<file path="src/rtl/cmix_pkg.sv">
package cmix_pkg;

  localparam int WORD_W = 32;
  localparam int HALF_W = 16;

  // how the current head position is turned into one instruction
  typedef enum logic [1:0] {
    ISS_NONE  = 2'd0,
    ISS_COMP  = 2'd1,
    ISS_FULL  = 2'd2,
    ISS_SPLIT = 2'd3
  } iss_kind_e;

  // a halfword opens a 32-bit instruction only when its two low bits are set
  function automatic logic half_is_comp(input logic [HALF_W-1:0] h);
    return h[1:0] != 2'b11;
  endfunction

endpackage

</file>
<file path="src/rtl/cmix_word_queue.sv">
module cmix_word_queue
  import cmix_pkg::*;
#(
  parameter int DEPTH = 4,
  localparam int PTR_W = (DEPTH > 1) ? $clog2(DEPTH) : 1,
  localparam int CNT_W = $clog2(DEPTH + 1)
) (
  input  logic              clk,
  input  logic              rst_n,
  input  logic              flush,
  input  logic              push,
  input  logic [WORD_W-1:0] push_data,
  input  logic              pop,
  output logic [WORD_W-1:0] head,
  output logic [HALF_W-1:0] next_lo,
  output logic [CNT_W-1:0]  count
);

  logic [WORD_W-1:0] slot [DEPTH];
  logic [PTR_W-1:0]  rd_ptr, wr_ptr, rd_nxt;

  function automatic logic [PTR_W-1:0] bump(input logic [PTR_W-1:0] p);
    return (p == PTR_W'(DEPTH - 1)) ? '0 : p + PTR_W'(1);
  endfunction

  assign rd_nxt  = bump(rd_ptr);
  assign head    = slot[rd_ptr];
  assign next_lo = slot[rd_nxt][HALF_W-1:0];

  // one register per entry, written only when the write pointer selects it
  for (genvar g = 0; g < DEPTH; g++) begin : g_slot
    always_ff @(posedge clk or negedge rst_n) begin
      if (!rst_n)
        slot[g] <= '0;
      else if (push && !flush && wr_ptr == PTR_W'(g))
        slot[g] <= push_data;
    end
  end

  always_ff @(posedge clk or negedge rst_n) begin
    if (!rst_n) begin
      rd_ptr <= '0;
      wr_ptr <= '0;
      count  <= '0;
    end else if (flush) begin
      rd_ptr <= '0;
      wr_ptr <= '0;
      count  <= '0;
    end else begin
      if (push) wr_ptr <= bump(wr_ptr);
      if (pop)  rd_ptr <= rd_nxt;
      count <= count + CNT_W'(push) - CNT_W'(pop);
    end
  end

endmodule

</file>
<file path="src/rtl/cmix_fetch_ctrl.sv">
module cmix_fetch_ctrl
  import cmix_pkg::*;
#(
  parameter int              DEPTH     = 4,
  parameter int              AW        = 32,
  parameter logic [AW-1:0]   BOOT_ADDR = '0,
  localparam int             CNT_W     = $clog2(DEPTH + 1)
) (
  input  logic             clk,
  input  logic             rst_n,
  input  logic             redir_valid,
  input  logic [AW-1:0]    redir_pc,
  input  logic [CNT_W-1:0] q_count,
  output logic             mem_req,
  output logic [AW-1:0]    mem_addr,
  input  logic             mem_gnt,
  input  logic             mem_rvalid,
  output logic             push
);

  localparam logic [CNT_W:0]  LIMIT     = (CNT_W + 1)'(DEPTH);
  localparam logic [AW-1:0]   WORD_MASK = ~AW'(3);

  logic [CNT_W-1:0] out_cnt, out_nxt;   // all accepted, unanswered requests
  logic [CNT_W-1:0] drop_cnt;           // of those, how many are stale
  logic [AW-1:0]    faddr;
  logic             grant;

  // stale requests still hold a queue slot until their answer is gone
  assign mem_req  = ({1'b0, q_count} + {1'b0, out_cnt}) < LIMIT;
  assign mem_addr = faddr;
  assign grant    = mem_req & mem_gnt;
  assign out_nxt  = out_cnt + CNT_W'(grant) - CNT_W'(mem_rvalid);
  assign push     = mem_rvalid & (drop_cnt == '0) & ~redir_valid;

  always_ff @(posedge clk or negedge rst_n) begin
    if (!rst_n) begin
      faddr    <= BOOT_ADDR & WORD_MASK;
      out_cnt  <= '0;
      drop_cnt <= '0;
    end else begin
      out_cnt <= out_nxt;
      if (redir_valid) begin
        faddr    <= redir_pc & WORD_MASK;
        drop_cnt <= out_nxt;
      end else begin
        if (grant) faddr <= faddr + AW'(4);
        if (mem_rvalid && drop_cnt != '0) drop_cnt <= drop_cnt - CNT_W'(1);
      end
    end
  end

endmodule

</file>
<file path="src/rtl/cmix_realign.sv">
module cmix_realign
  import cmix_pkg::*;
#(
  parameter int            DEPTH     = 4,
  parameter int            AW        = 32,
  parameter logic [AW-1:0] BOOT_ADDR = '0,
  localparam int           CNT_W     = $clog2(DEPTH + 1)
) (
  input  logic              clk,
  input  logic              rst_n,
  input  logic              redir_valid,
  input  logic [AW-1:0]     redir_pc,
  input  logic [WORD_W-1:0] head,
  input  logic [HALF_W-1:0] next_lo,
  input  logic [CNT_W-1:0]  q_count,
  output logic              pop,
  output logic              dec_valid,
  input  logic              dec_ready,
  output logic [WORD_W-1:0] dec_instr,
  output logic [AW-1:0]     dec_pc,
  output logic              dec_is_comp
);

  localparam logic [AW-1:0] HALF_MASK = ~AW'(1);

  logic [AW-1:0]     pc_q;
  logic              upper;
  logic [HALF_W-1:0] cur_half;
  logic              cur_comp;
  iss_kind_e         kind;
  logic              fire;

  assign upper    = pc_q[1];
  assign cur_half = upper ? head[WORD_W-1:HALF_W] : head[HALF_W-1:0];
  assign cur_comp = half_is_comp(cur_half);

  always_comb begin
    if (q_count == '0)              kind = ISS_NONE;
    else if (cur_comp)              kind = ISS_COMP;
    else if (!upper)                kind = ISS_FULL;
    else if (q_count >= CNT_W'(2))  kind = ISS_SPLIT;
    else                            kind = ISS_NONE;
  end

  always_comb begin
    case (kind)
      ISS_COMP:  dec_instr = {{HALF_W{1'b0}}, cur_half};
      ISS_SPLIT: dec_instr = {next_lo, head[WORD_W-1:HALF_W]};
      default:   dec_instr = head;
    endcase
  end

  assign dec_valid   = (kind != ISS_NONE) & ~redir_valid;
  assign dec_is_comp = cur_comp;
  assign dec_pc      = pc_q;
  assign fire        = dec_valid & dec_ready;
  // the head word is used up once its upper half has been consumed
  assign pop         = fire & ((kind == ISS_FULL) | (kind == ISS_SPLIT) |
                               ((kind == ISS_COMP) & upper));

  always_ff @(posedge clk or negedge rst_n) begin
    if (!rst_n)
      pc_q <= BOOT_ADDR & HALF_MASK;
    else if (redir_valid)
      pc_q <= redir_pc & HALF_MASK;
    else if (fire)
      pc_q <= pc_q + (cur_comp ? AW'(2) : AW'(4));
  end

endmodule

</file>
<file path="src/rtl/cmix_prefetch.sv">
module cmix_prefetch
  import cmix_pkg::*;
#(
  parameter int            DEPTH     = 4,
  parameter int            AW        = 32,
  parameter logic [AW-1:0] BOOT_ADDR = '0
) (
  input  logic              clk,
  input  logic              rst_n,
  input  logic              redir_valid,
  input  logic [AW-1:0]     redir_pc,
  output logic              mem_req,
  output logic [AW-1:0]     mem_addr,
  input  logic              mem_gnt,
  input  logic              mem_rvalid,
  input  logic [WORD_W-1:0] mem_rdata,
  output logic              dec_valid,
  input  logic              dec_ready,
  output logic [WORD_W-1:0] dec_instr,
  output logic [AW-1:0]     dec_pc,
  output logic              dec_is_comp
);

  localparam int CNT_W = $clog2(DEPTH + 1);

  logic [CNT_W-1:0]  q_count;
  logic [WORD_W-1:0] q_head;
  logic [HALF_W-1:0] q_next_lo;
  logic              q_push, q_pop;

  cmix_fetch_ctrl #(
    .DEPTH(DEPTH), .AW(AW), .BOOT_ADDR(BOOT_ADDR)
  ) u_fetch (
    .clk        (clk),
    .rst_n      (rst_n),
    .redir_valid(redir_valid),
    .redir_pc   (redir_pc),
    .q_count    (q_count),
    .mem_req    (mem_req),
    .mem_addr   (mem_addr),
    .mem_gnt    (mem_gnt),
    .mem_rvalid (mem_rvalid),
    .push       (q_push)
  );

  cmix_word_queue #(
    .DEPTH(DEPTH)
  ) u_queue (
    .clk      (clk),
    .rst_n    (rst_n),
    .flush    (redir_valid),
    .push     (q_push),
    .push_data(mem_rdata),
    .pop      (q_pop),
    .head     (q_head),
    .next_lo  (q_next_lo),
    .count    (q_count)
  );

  cmix_realign #(
    .DEPTH(DEPTH), .AW(AW), .BOOT_ADDR(BOOT_ADDR)
  ) u_align (
    .clk        (clk),
    .rst_n      (rst_n),
    .redir_valid(redir_valid),
    .redir_pc   (redir_pc),
    .head       (q_head),
    .next_lo    (q_next_lo),
    .q_count    (q_count),
    .pop        (q_pop),
    .dec_valid  (dec_valid),
    .dec_ready  (dec_ready),
    .dec_instr  (dec_instr),
    .dec_pc     (dec_pc),
    .dec_is_comp(dec_is_comp)
  );

endmodule

</file>
<file path="config.mk">
export PLATFORM = sky130hd
export DESIGN_NAME = cmix_prefetch
export DESIGN_NICKNAME = d
export VERILOG_FILES = /design/src/rtl/cmix_pkg.sv /design/src/rtl/cmix_word_queue.sv /design/src/rtl/cmix_fetch_ctrl.sv /design/src/rtl/cmix_realign.sv /design/src/rtl/cmix_prefetch.sv
export SDC_FILE = /design/constraint.sdc
export NUM_CORES = 1
export LEC_CHECK = 0
export BUFFER_PORTS_ARGS = -buffer_cell sky130_fd_sc_hd__buf_2
export CAP_MARGIN = 20
export CORE_ASPECT_RATIO = 0.75
export CORE_UTILIZATION = 62
export CTS_BUF_LIST = sky130_fd_sc_hd__clkbuf_16
export DETAILED_ROUTE_END_ITERATION = 16
export PLACE_DENSITY = 0.91
export SLEW_MARGIN = 20
export SYNTH_ARGS = -nofsm -noshare
export SYNTH_HDL_FRONTEND = slang
export SYNTH_SLANG_ARGS = --single-unit
export TNS_END_PERCENT = 20
</file>
<file path="constraint.sdc">
create_clock -name clk -period 5.6 [get_ports clk]
set_clock_uncertainty 0.1 [all_clocks]
set_input_delay 0.28 -clock clk [delete_from_list [all_inputs] [get_ports clk]]
set_output_delay 0.28 -clock clk [all_outputs]
set_load 0.02 [all_outputs]
</file>
==> results_dict.tcl, run 1 <==
set metrics [dict create \
    area_delta_synth_final_pct 21.5 \
    yosys.cell_count.top_type "dfrtp_1" \
    dp_cells 1204 \
    grtUsageMet3 0.0742 \
    grt_setup_unrepaired "false" \
    wl_per_cell_um 23.4 \
    status "finished clean" \
    gpl.final_weighted_congestion 0.865 \
    critical_path.slowest_cell "dfrtp_1" \
    hold_viol_final 0 \
    grt_max_degree 92 \
    fin_ws_ns 1.16 \
    syn_area_mm2 0.0108 \
    port_buffers 164 \
    setup_viol 0 \
    placementRows 41 \
    cp.buffers_inverters 3 \
    cts_buffer_depth 3 \
    synth_flop_cell "dfrtp_1" \
    grt_antenna_before_repair 2 \
    slew_violations 0 \
    fp.dieW_um 154 \
    maxSlewHeadroom 0.424 \
    first_global_vias 8560 \
    grt.busiest_layer "met2" \
    hold_start "mem_rdata[20]" \
    path_class "reg -> reg" \
    overflow 0 \
    num_vias 8647 \
    synth_top_area_cell "dfrtp_1" \
    fin_area_mm2 0.0131 \
    yosysSeqAreaShare 0.469 \
    tns_ns 0 \
    nFillCells 932 \
    crit_path_frequent_cell "buf_4" \
    drcViolationCount 0 \
    grt_usage 0.346 \
    leakagePower_nw 5.99 \
    grt.met2_usage 0.559 \
    layout-drive-gt1-share 0.404 \
    slowest_delay_ns 0.80 \
    peakVddDrop_v 0.000317 \
    synthTopCellsByArea "dfrtp_1 47%, mux2_2 18%, mux4_2 10%" \
    hold_slack_ns 0.0227 \
    postRouteWirelength_um 30400 \
    drt_pass1_iterations 9 \
    synth_enable_flop_cells 0 \
    pre_cts_ws_ns 1.32 \
    max_freq_mhz 225 \
    drt_iter0_drc 835 \
    crit_fanout 20 \
    cp-end-kind "register" \
    setup.worst_path.start "u_queue.rd_ptr[1]" \
    synth_top_cell_area_share 0.469 \
    worst_setup_path_start_kind "register" \
    post-cts-setup-buffers 0 \
    ys_ff_latch 202 \
    die_h_um 116 \
    root_buffer "clkbuf_16" \
    coreArea_mm2 0.0169 \
    p_total_mw 5.35 \
    die-area_mm2 0.0179 \
    fin_crit_ns 4.44 \
    cp.required_ns 5.92 \
    p_per_area_mw_per_mm2 408 \
    crit_family "simple AND/OR/NAND/NOR gates" \
    fin_cells 1298 \
    hold_path_class "in -> reg" \
    yosysWarnings 0 \
    avgSynthCellArea_um2 12.6 \
    numCtsBuffers 20 \
    fin_crit_sh 0.792 \
    viasPerCell 6.66 \
    nNetsFinal 1159 \
    ys_top_cells_by_count "202 x dfrtp_1, 168 x mux2_2, 48 x mux4_2, 45 x nand2_1, 30 x nor3_1" \
    clk_pin_slew_ns 0.07 \
    diodes 0 \
    grt_pass1_wl_um 47100 \
    use_met1 0.456 \
    synthArstFlopShare 1.00 \
    clk_latency_ns 0.50 \
    path_cells "buf_4, mux4_2, nand2_1, mux2_2, inv_1, ha_1, a21oi_1, nor4_2, buf_4, nand2_2, or4_1, a31oi_1" \
    clock-sinks 202 \
    cts_tree "built" \
    seq_area_mm2 0.00506 \
    postRouteAntennaNets 0 \
    worst_pin_slew_ns 0.857 \
    cts_max_level 1 \
    arrival_ns 4.75 \
    syn_inst 854 \
    dpl_cell_area_mm2 0.0118 \
    r2r-start "u_queue.rd_ptr[1]" \
    io_pins 169 \
    start_util 0.637 \
    ys_types 50 \
    utilization 0.774 \
    drv_cap 0 \
    post-dp-hpwl_um 18400 \
    multi_input_area_mm2 0.00545 \
]
==> repair_timing <==
action / CTS / global route
hold endpoints to repair: 252 / 0
resized for setup: 0 / 0
hold buffers: 58 / 0
==> layout make-up <==
class | instances | area share
Timing Repair Buffer | 237 | 0.116
Clock buffer | 21 | 0.0401
Sequential cell | 202 | 0.386
Multi-Input combinational cell | 582 | 0.416
Clock inverter | 15 | 0.0133
Inverter | 26 | 0.00745
Tap cell | 215 | 0.0205
==> cells in the final DEF (no fill, tap or decap), types with 4 or more instances in the layout <==
cell / synthesis / routed
nor4_2: 3 / 4
clkbuf_16: 0 / 21
nand3_1: 19 / 19
buf_2: 5 / 163
clkinv_2: 0 / 4
a211oi_1: 5 / 5
and4_1: 13 / 13
nor4_1: 15 / 14
nand2_1: 45 / 45
xor2_1: 23 / 23
buf_4: 4 / 15
and3_1: 10 / 10
a21oi_1: 17 / 17
dfrtp_1: 202 / 201
o21ai_0: 20 / 20
ha_1: 17 / 17
o31ai_1: 4 / 4
bufinv_16: 0 / 4
xnor2_1: 22 / 22
nor3_1: 30 / 29
mux2_2: 168 / 168
inv_1: 26 / 28
nor2_1: 29 / 28
dlygate4sd3_1: 0 / 58
mux2i_1: 17 / 17
nand4_1: 20 / 20
mux4_2: 48 / 48
or3_1: 7 / 7
a31oi_1: 7 / 7
nand2b_1: 5 / 5
==> cell families (layout without fill, tap and decap cells) <==
group,after synthesis,count (layout),synth area share
buffers and inverters,72,299,0.0277
DFF,202,202,0.469
and+or+nand+nor,210,210,0.105
xor gates and xnor gates,45,45,0.0366
other,1,3,0.000348
muxes,233,233,0.292
adders and majority gates,20,20,0.0253
AOI/OAI and AO/OA,71,71,0.0443
==> sequential cells by signal, summed over array words and instances, names as in the netlist <==
signal,count
u_fetch.drop_cnt,3
u_align.dec_pc,31
u_queue.slot,128
u_fetch.out_cnt,3
u_fetch.mem_addr,30
u_queue.rd_ptr,2
u_queue.wr_ptr,2
u_queue.count,3
==> per-layer routing <==
layer,vias up,part of all wire
met1,4292,0.38
li1,3629,-
met3,136,0.090
met5,-,0.00059
met2,586,0.48
met4,4,0.046
==> worst reg2reg max path, delay by kind of cell, from the launching register on <==
family	cells	cell delay [ns]
buffers and inverters	3	0.90
muxes	2	0.83
adders and majority gates	1	0.33
and+or+nand+nor	4	1.08
AOI/OAI and AO/OA	2	0.31
DFF	1	0.80
==> power breakdown <==
group          switching (mW)  internal [mW]
clock network           0.580          0.865
registers               0.256           1.74
logic                    1.06          0.839
total                    1.90           3.45
==> worst paths after layout <==
path                            cells after the start  slack, ns                  to
worst min-delay path                                2       0.02   u_queue.slot[116]
max in group asynchronous                           3       3.82  u_align.dec_pc[11]
worst max-delay path                               12       1.16  u_align.dec_pc[26]
min in group asynchronous                           2       0.28     u_queue.slot[8]
worst min register to register                      1       0.40    u_queue.slot[58]
worst max register to register                     12       1.16  u_align.dec_pc[26]
No activity file was read; power rests on OpenSTA's default activity.
==> run 2: changes to the inputs <==
--- a/config.mk
+++ b/config.mk
@@ -8,10 +8,10 @@
 export BUFFER_PORTS_ARGS = -buffer_cell sky130_fd_sc_hd__buf_2
 export CAP_MARGIN = 20
 export CORE_ASPECT_RATIO = 0.75
-export CORE_UTILIZATION = 62
+export CORE_UTILIZATION = 52
 export CTS_BUF_LIST = sky130_fd_sc_hd__clkbuf_16
 export DETAILED_ROUTE_END_ITERATION = 16
-export PLACE_DENSITY = 0.91
+export PLACE_DENSITY = 0.82
 export SLEW_MARGIN = 20
 export SYNTH_ARGS = -nofsm -noshare
 export SYNTH_HDL_FRONTEND = slang
==> constraint.sdc (replaced) <==
create_clock -name clk -period 3.6 [get_ports clk]
set_clock_uncertainty 0.1 [all_clocks]
set_input_delay 0.18 -clock clk [delete_from_list [all_inputs] [get_ports clk]]
set_output_delay 0.18 -clock clk [all_outputs]
set_load 0.02 [all_outputs]
==> run 2 against run 1 <==
Die area increased by 19%. Fmax grew 28%. Global-route usage shrank 6.3 points. Cell area is 2.2% higher. Worst hold slack improved by 0.037 ns. Via count fell by 1.5%. Critical endpoint unchanged.
==> results_dict.tcl, run 2 (synthesized netlist as in run 1, its figures left out) <==
set metrics [dict create \
    clk_latency_ns 0.51 \
    holdPathStages 4 \
    arrival_ns 3.78 \
    hold_start "mem_rvalid" \
    grt_antenna_before_repair 1 \
    cp.required_ns 3.92 \
    area_delta_synth_final_pct 24.2 \
    worst_pin_slew_ns 0.889 \
    cts_max_level 1 \
    use_met1 0.390 \
    crit_fanout 8 \
    utilization 0.660 \
    drt_pass1_iterations 6 \
    hold_viol_final 0 \
    nFillCells 1391 \
    gpl.final_weighted_congestion 0.862 \
    port_buffers 164 \
    clk_pin_slew_ns 0.06 \
    final_common_cell "dfrtp_1" \
    p_per_area_mw_per_mm2 619 \
    hold_end "u_fetch.drop_cnt[2]" \
    overflow 0 \
    placementRows 45 \
    num_vias 8520 \
    cts_tree "built" \
    drv_cap 0 \
    peakVddDrop_v 0.000456 \
    grt_usage 0.283 \
    maxSlewHeadroom 0.407 \
    grt_max_degree 92 \
    fin_crit_ns 3.45 \
    status "finished clean" \
    critical_path.slowest_cell "mux4_2" \
    io_pins 169 \
    grtUsageMet3 0.0543 \
    start_util 0.532 \
    postRouteWirelength_um 29800 \
    fin_area_mm2 0.0134 \
    setup_viol 0 \
    die_h_um 127 \
    layout-drive-gt1-share 0.411 \
    r2r-start "u_queue.rd_ptr[0]" \
    grt.met2_usage 0.444 \
    hold_slack_ns 0.0596 \
    coreArea_mm2 0.0203 \
    largest_reg_flops 128 \
    drcViolationCount 0 \
    wl_per_cell_um 21.7 \
    worstReg2RegEnd "u_align.dec_pc[26]" \
    cp-end-kind "register" \
    clock-sinks 202 \
    worst_setup_path_start_kind "register" \
    max_freq_mhz 289 \
    drt_iter0_drc 762 \
    slowest_delay_ns 0.62 \
    cts_buffer_depth 3 \
    rrSetupSlack_ns 0.15 \
    regMostFlops "u_queue.slot" \
    viasPerCell 6.22 \
    grt_pass1_wl_um 47100 \
    first_global_vias 8626 \
    slew_violations 0 \
    nNetsFinal 1186 \
    leakagePower_nw 6.12 \
    fp.dieW_um 168 \
    crit_family "simple AND/OR/NAND/NOR gates" \
    cp.buffers_inverters 2 \
    hold_path_class "in -> reg" \
    dpl_cell_area_mm2 0.0120 \
    grt.busiest_layer "met2" \
    die-area_mm2 0.0213 \
    root_buffer "clkbuf_16" \
    path_cells "mux4_2, nand2_1, mux2_2, inv_1, ha_1, a21oi_1, nor4_2, buf_4, nand2_2, or4_1, a31oi_1" \
    path_class "reg -> reg" \
    post-dp-hpwl_um 18700 \
    fin_crit_sh 0.960 \
    numCtsBuffers 21 \
    postRouteAntennaNets 0 \
    reg2reg_depth 11 \
    final_cell_mix "200 x dfrtp_1, 168 x mux2_2, 163 x buf_2" \
]
## run 2: cell count changes in the layout (fill, tap and decap cells not counted), moves of 2 or more
cell,previous run,this run
buf_4,15,30
dlygate4sd3_1,58,67
buf_12,0,2
clkinv_1,2,4
## run 2: worst min-delay path: stages
cell     delay [ns]
buf_2          0.14
nand3_1        0.08
xor2_1         0.06
o21ai_0        0.16
## run 2: repair_timing
| action | in CTS | in global routing |
|---|---|---|
| setup endpoints to repair | 0 | 2 |
| hold buffers | 67 | 0 |
| buffers inserted | 0 | 4 |
| endpoints found under the hold margin | 281 | 0 |
| resized for setup | 0 | 2 |
## run 2: how the worst max path moves through the flow
stage / from / end / cells after the start
floorplan: u_queue.rd_ptr[1] / u_align.dec_pc[26] / 11
global placement: u_queue.rd_ptr[0] / u_align.dec_pc[26] / 11
detailed placement: u_queue.rd_ptr[1] / u_align.dec_pc[26] / 12
CTS: u_queue.rd_ptr[0] / u_align.dec_pc[26] / 11
global route: u_queue.rd_ptr[0] / u_align.dec_pc[26] / 11
finish: u_queue.rd_ptr[0] / u_align.dec_pc[26] / 11
## run 2: metal layers
layer / wire length [um] / vias up
met3: 2350 / 96
met1: 12400 / 4283
met4: 1220 / 0
li1: - / 3684
met5: 0 / -
met2: 13800 / 457
## run 2: stage by stage
| stage | TNS [ns] | power, mW | cells | worst slack, ns |
|---|---|---|---|---|
| 2_1_floorplan | -0.0397 | 4.97 | 856 | -0.0397 |
| 6_report | 0 | 8.28 | 1370 | 0.146 |
| 3_3_place_gp | 0 | 5.78 | 1260 | 0.317 |
| 3_5_place_dp | 0 | 5.90 | 1260 | 0.156 |
| 5_1_grt | -0.00745 | 8.63 | 1370 | -0.00745 |
| 4_1_cts | 0 | 8.20 | 1365 | 0.148 |
## run 2: layout make-up
class / instances / area, um2 / share of cell area
diodes: 1 / 2.50 / 0.000187
clock buffers: 21 / 526 / 0.0393
clock inverters: 17 / 165 / 0.0123
inverters: 26 / 97.6 / 0.00729
multi-input cells: 582 / 5450 / 0.407
flip-flops and latches: 202 / 5060 / 0.378
well taps: 258 / 323 / 0.0241
repair buffers: 263 / 1770 / 0.132
## run 2: power breakdown
part / switching [mW] / internal [mW] / leakage, nW
Clock: 0.930 / 1.28 / 0.343
Combinational: 1.62 / 1.36 / 3.18
Sequential: 0.375 / 2.71 / 2.59
==> run 3: changes to the inputs <==
--- a/config.mk
+++ b/config.mk
@@ -5,13 +5,13 @@
 export SDC_FILE = /design/constraint.sdc
 export NUM_CORES = 1
 export LEC_CHECK = 0
-export BUFFER_PORTS_ARGS = -buffer_cell sky130_fd_sc_hd__buf_2
+export BUFFER_PORTS_ARGS = -buffer_cell sky130_fd_sc_hd__buf_4
 export CAP_MARGIN = 20
 export CORE_ASPECT_RATIO = 0.75
-export CORE_UTILIZATION = 52
+export CORE_UTILIZATION = 40
 export CTS_BUF_LIST = sky130_fd_sc_hd__clkbuf_16
 export DETAILED_ROUTE_END_ITERATION = 16
-export PLACE_DENSITY = 0.82
+export PLACE_DENSITY = 0.67
 export SLEW_MARGIN = 20
 export SYNTH_ARGS = -nofsm -noshare
 export SYNTH_HDL_FRONTEND = slang
==> run 3 against run 2 <==
Worst hold slack lost 0.031 ns. Register-to-register slack gained 0.11 ns. Utilization shrank 13 points. Non-clock buffer count shrank 4. Largest cell class unchanged. Sequential power is essentially flat. Routed wire length shrank 2.2%. Clock power grew 6%.
==> results_dict.tcl, run 3 (synthesized netlist as in run 1, its figures left out) <==
set metrics [dict create \
    status "finished clean" \
    cp-end-kind "register" \
    viasPerCell 5.49 \
    layout-drive-gt1-share 0.411 \
    fp.dieW_um 192 \
    leakagePower_nw 6.25 \
    grt_pass1_wl_um 45400 \
    num_vias 7983 \
    cp.required_ns 3.92 \
    start_util 0.411 \
    drt_pass1_iterations 5 \
    max_freq_mhz 299 \
    cts_max_level 1 \
    placementRows 51 \
    drt_iter0_drc 497 \
    crit_fanout 8 \
    r2r-start "u_queue.rd_ptr[0]" \
    grt_antenna_before_repair 0 \
    endpoint "u_align.dec_pc[26]" \
    numCtsBuffers 23 \
    p_per_area_mw_per_mm2 615 \
    p_sw_frac 0.340 \
    nNetsFinal 1184 \
    io_pins 169 \
    largest_reg_flops 128 \
    first_global_vias 8048 \
    hold_viol_final 0 \
    worstReg2RegEnd "u_align.dec_pc[26]" \
    fin_crit_sh 0.928 \
    p_clk_frac 0.274 \
    setup.worst_path.start "u_queue.rd_ptr[0]" \
    hold_path_class "in -> reg" \
    postRouteAntennaNets 0 \
    coreArea_mm2 0.0262 \
    regMostFlops "u_queue.slot" \
    port_buffers 164 \
    grt_max_degree 106 \
    rrSetupSlack_ns 0.26 \
    utilization 0.529 \
    die_h_um 144 \
    cts_tree "built" \
    postRouteWirelength_um 29100 \
    pwr-share-comb 0.366 \
    gpl.final_weighted_congestion 0.812 \
    seq_power_share 0.360 \
    dpl_cell_area_mm2 0.0125 \
    power.internal_mw 5.64 \
    cts_buffer_depth 3 \
    overflow 0 \
    reg2reg_depth 11 \
    area_delta_synth_final_pct 28.8 \
    fin_crit_ns 3.34 \
    root_buffer "clkbuf_16" \
    power_switching_mw 2.90 \
    setup_viol 0 \
    peakVddDrop_v 0.000434 \
    post-dp-hpwl_um 19700 \
    final_common_cell "dfrtp_1" \
    arrival_ns 3.66 \
    clock-sinks 202 \
    grt_setup_unrepaired "false" \
    fin_area_mm2 0.0139 \
    maxSlewHeadroom 0.417 \
    clk_pin_slew_ns 0.07 \
    die-area_mm2 0.0276 \
    diodes 0 \
    drv_cap 0 \
    grt_usage 0.213 \
    slew_violations 0 \
    worst_pin_slew_ns 0.867 \
    tns_ns 0 \
    final_cell_mix "201 x dfrtp_1, 194 x buf_4, 168 x mux2_2" \
    clk_latency_ns 0.50 \
    drcViolationCount 0 \
    wl_per_cell_um 20.1 \
    worst_setup_path_start_kind "register" \
    path_class "reg -> reg" \
]
==> run 3: cell types whose count changed in the layout (fill, tap and decap cells not counted), moves of 2 or more <==
cell and change:
buf_12 -2, buf_2 -163, buf_4 +164, clkbuf_16 +2, clkinvlp_4 -2, dlygate4sd3_1 -3
==> run 3: power groups by stage <==
stage,registers [mW],clock network [mW],logic (mW)
2_1_floorplan,3.08,0,1.89
3_3_place_gp,3.07,0,3.02
3_5_place_dp,3.10,0,3.07
4_1_cts,3.06,2.40,3.14
5_1_grt,3.13,2.49,3.36
6_report,3.07,2.34,3.12
==> run 3: metal layers <==
metal / vias to the layer above / track usage / share of wire
met5: - / 0 / 0
met4: 0 / 0.0585 / 0.024
met3: 47 / 0.0311 / 0.042
met2: 182 / 0.325 / 0.45
met1: 4095 / 0.317 / 0.48
li1: 3659 / - / -
==> run 3: repair_timing <==
action | CTS | global route
hold buffers | 64 | 0
hold endpoints to repair | 288 | 0
gates resized for setup | 0 | 0
setup buffers | 0 | 0
==> run 3: worst min-delay path by stage <==
stage / from / to / slack [ns] / cells after the start
floorplan: rst_n / u_align.dec_pc[10] / -0.22 / 0
global placement: rst_n / u_queue.slot[58] / 0.24 / 1
detailed placement: rst_n / u_queue.slot[58] / 0.24 / 1
CTS: redir_pc[13] / u_align.dec_pc[13] / 0.008 / 3
global route: redir_pc[13] / u_align.dec_pc[13] / 0.03 / 3
finish: redir_pc[13] / u_align.dec_pc[13] / 0.03 / 3
==> run 3: area by class of cell <==
type                            instances  area (um2)
Clock buffer                           23         576
Inverter                               26        97.6
Clock inverter                         17         166
Timing Repair Buffer                  259        2110
Multi-Input combinational cell        582        5450
Fill cell                            2225       12300
Tap cell                              344         430
Sequential cell                       202        5060
==> run 3: worst max-delay path: stages, from the launching register on <==
cell,delay [ns]
dfrtp_2,0.48
mux4_2,0.65
nand2_1,0.12
mux2_2,0.18
inv_1,0.10
ha_1,0.29
a21oi_1,0.09
nor4_2,0.25
buf_4,0.22
nand2_2,0.11
or4_1,0.50
a31oi_1,0.17
==> run 3: through the flow <==
stage	setup WS [ns]	std cells	hold slack [ns]	total power, mW
final	0.258	1453	0.0289	8.53
after global routing	0.0339	1453	0.0270	8.99
after CTS	0.230	1453	0.00838	8.61
after detailed placement	0.251	1349	0.243	6.17
after global placement	0.324	1349	0.243	6.09
after floorplan	-0.0397	856	-0.216	4.97
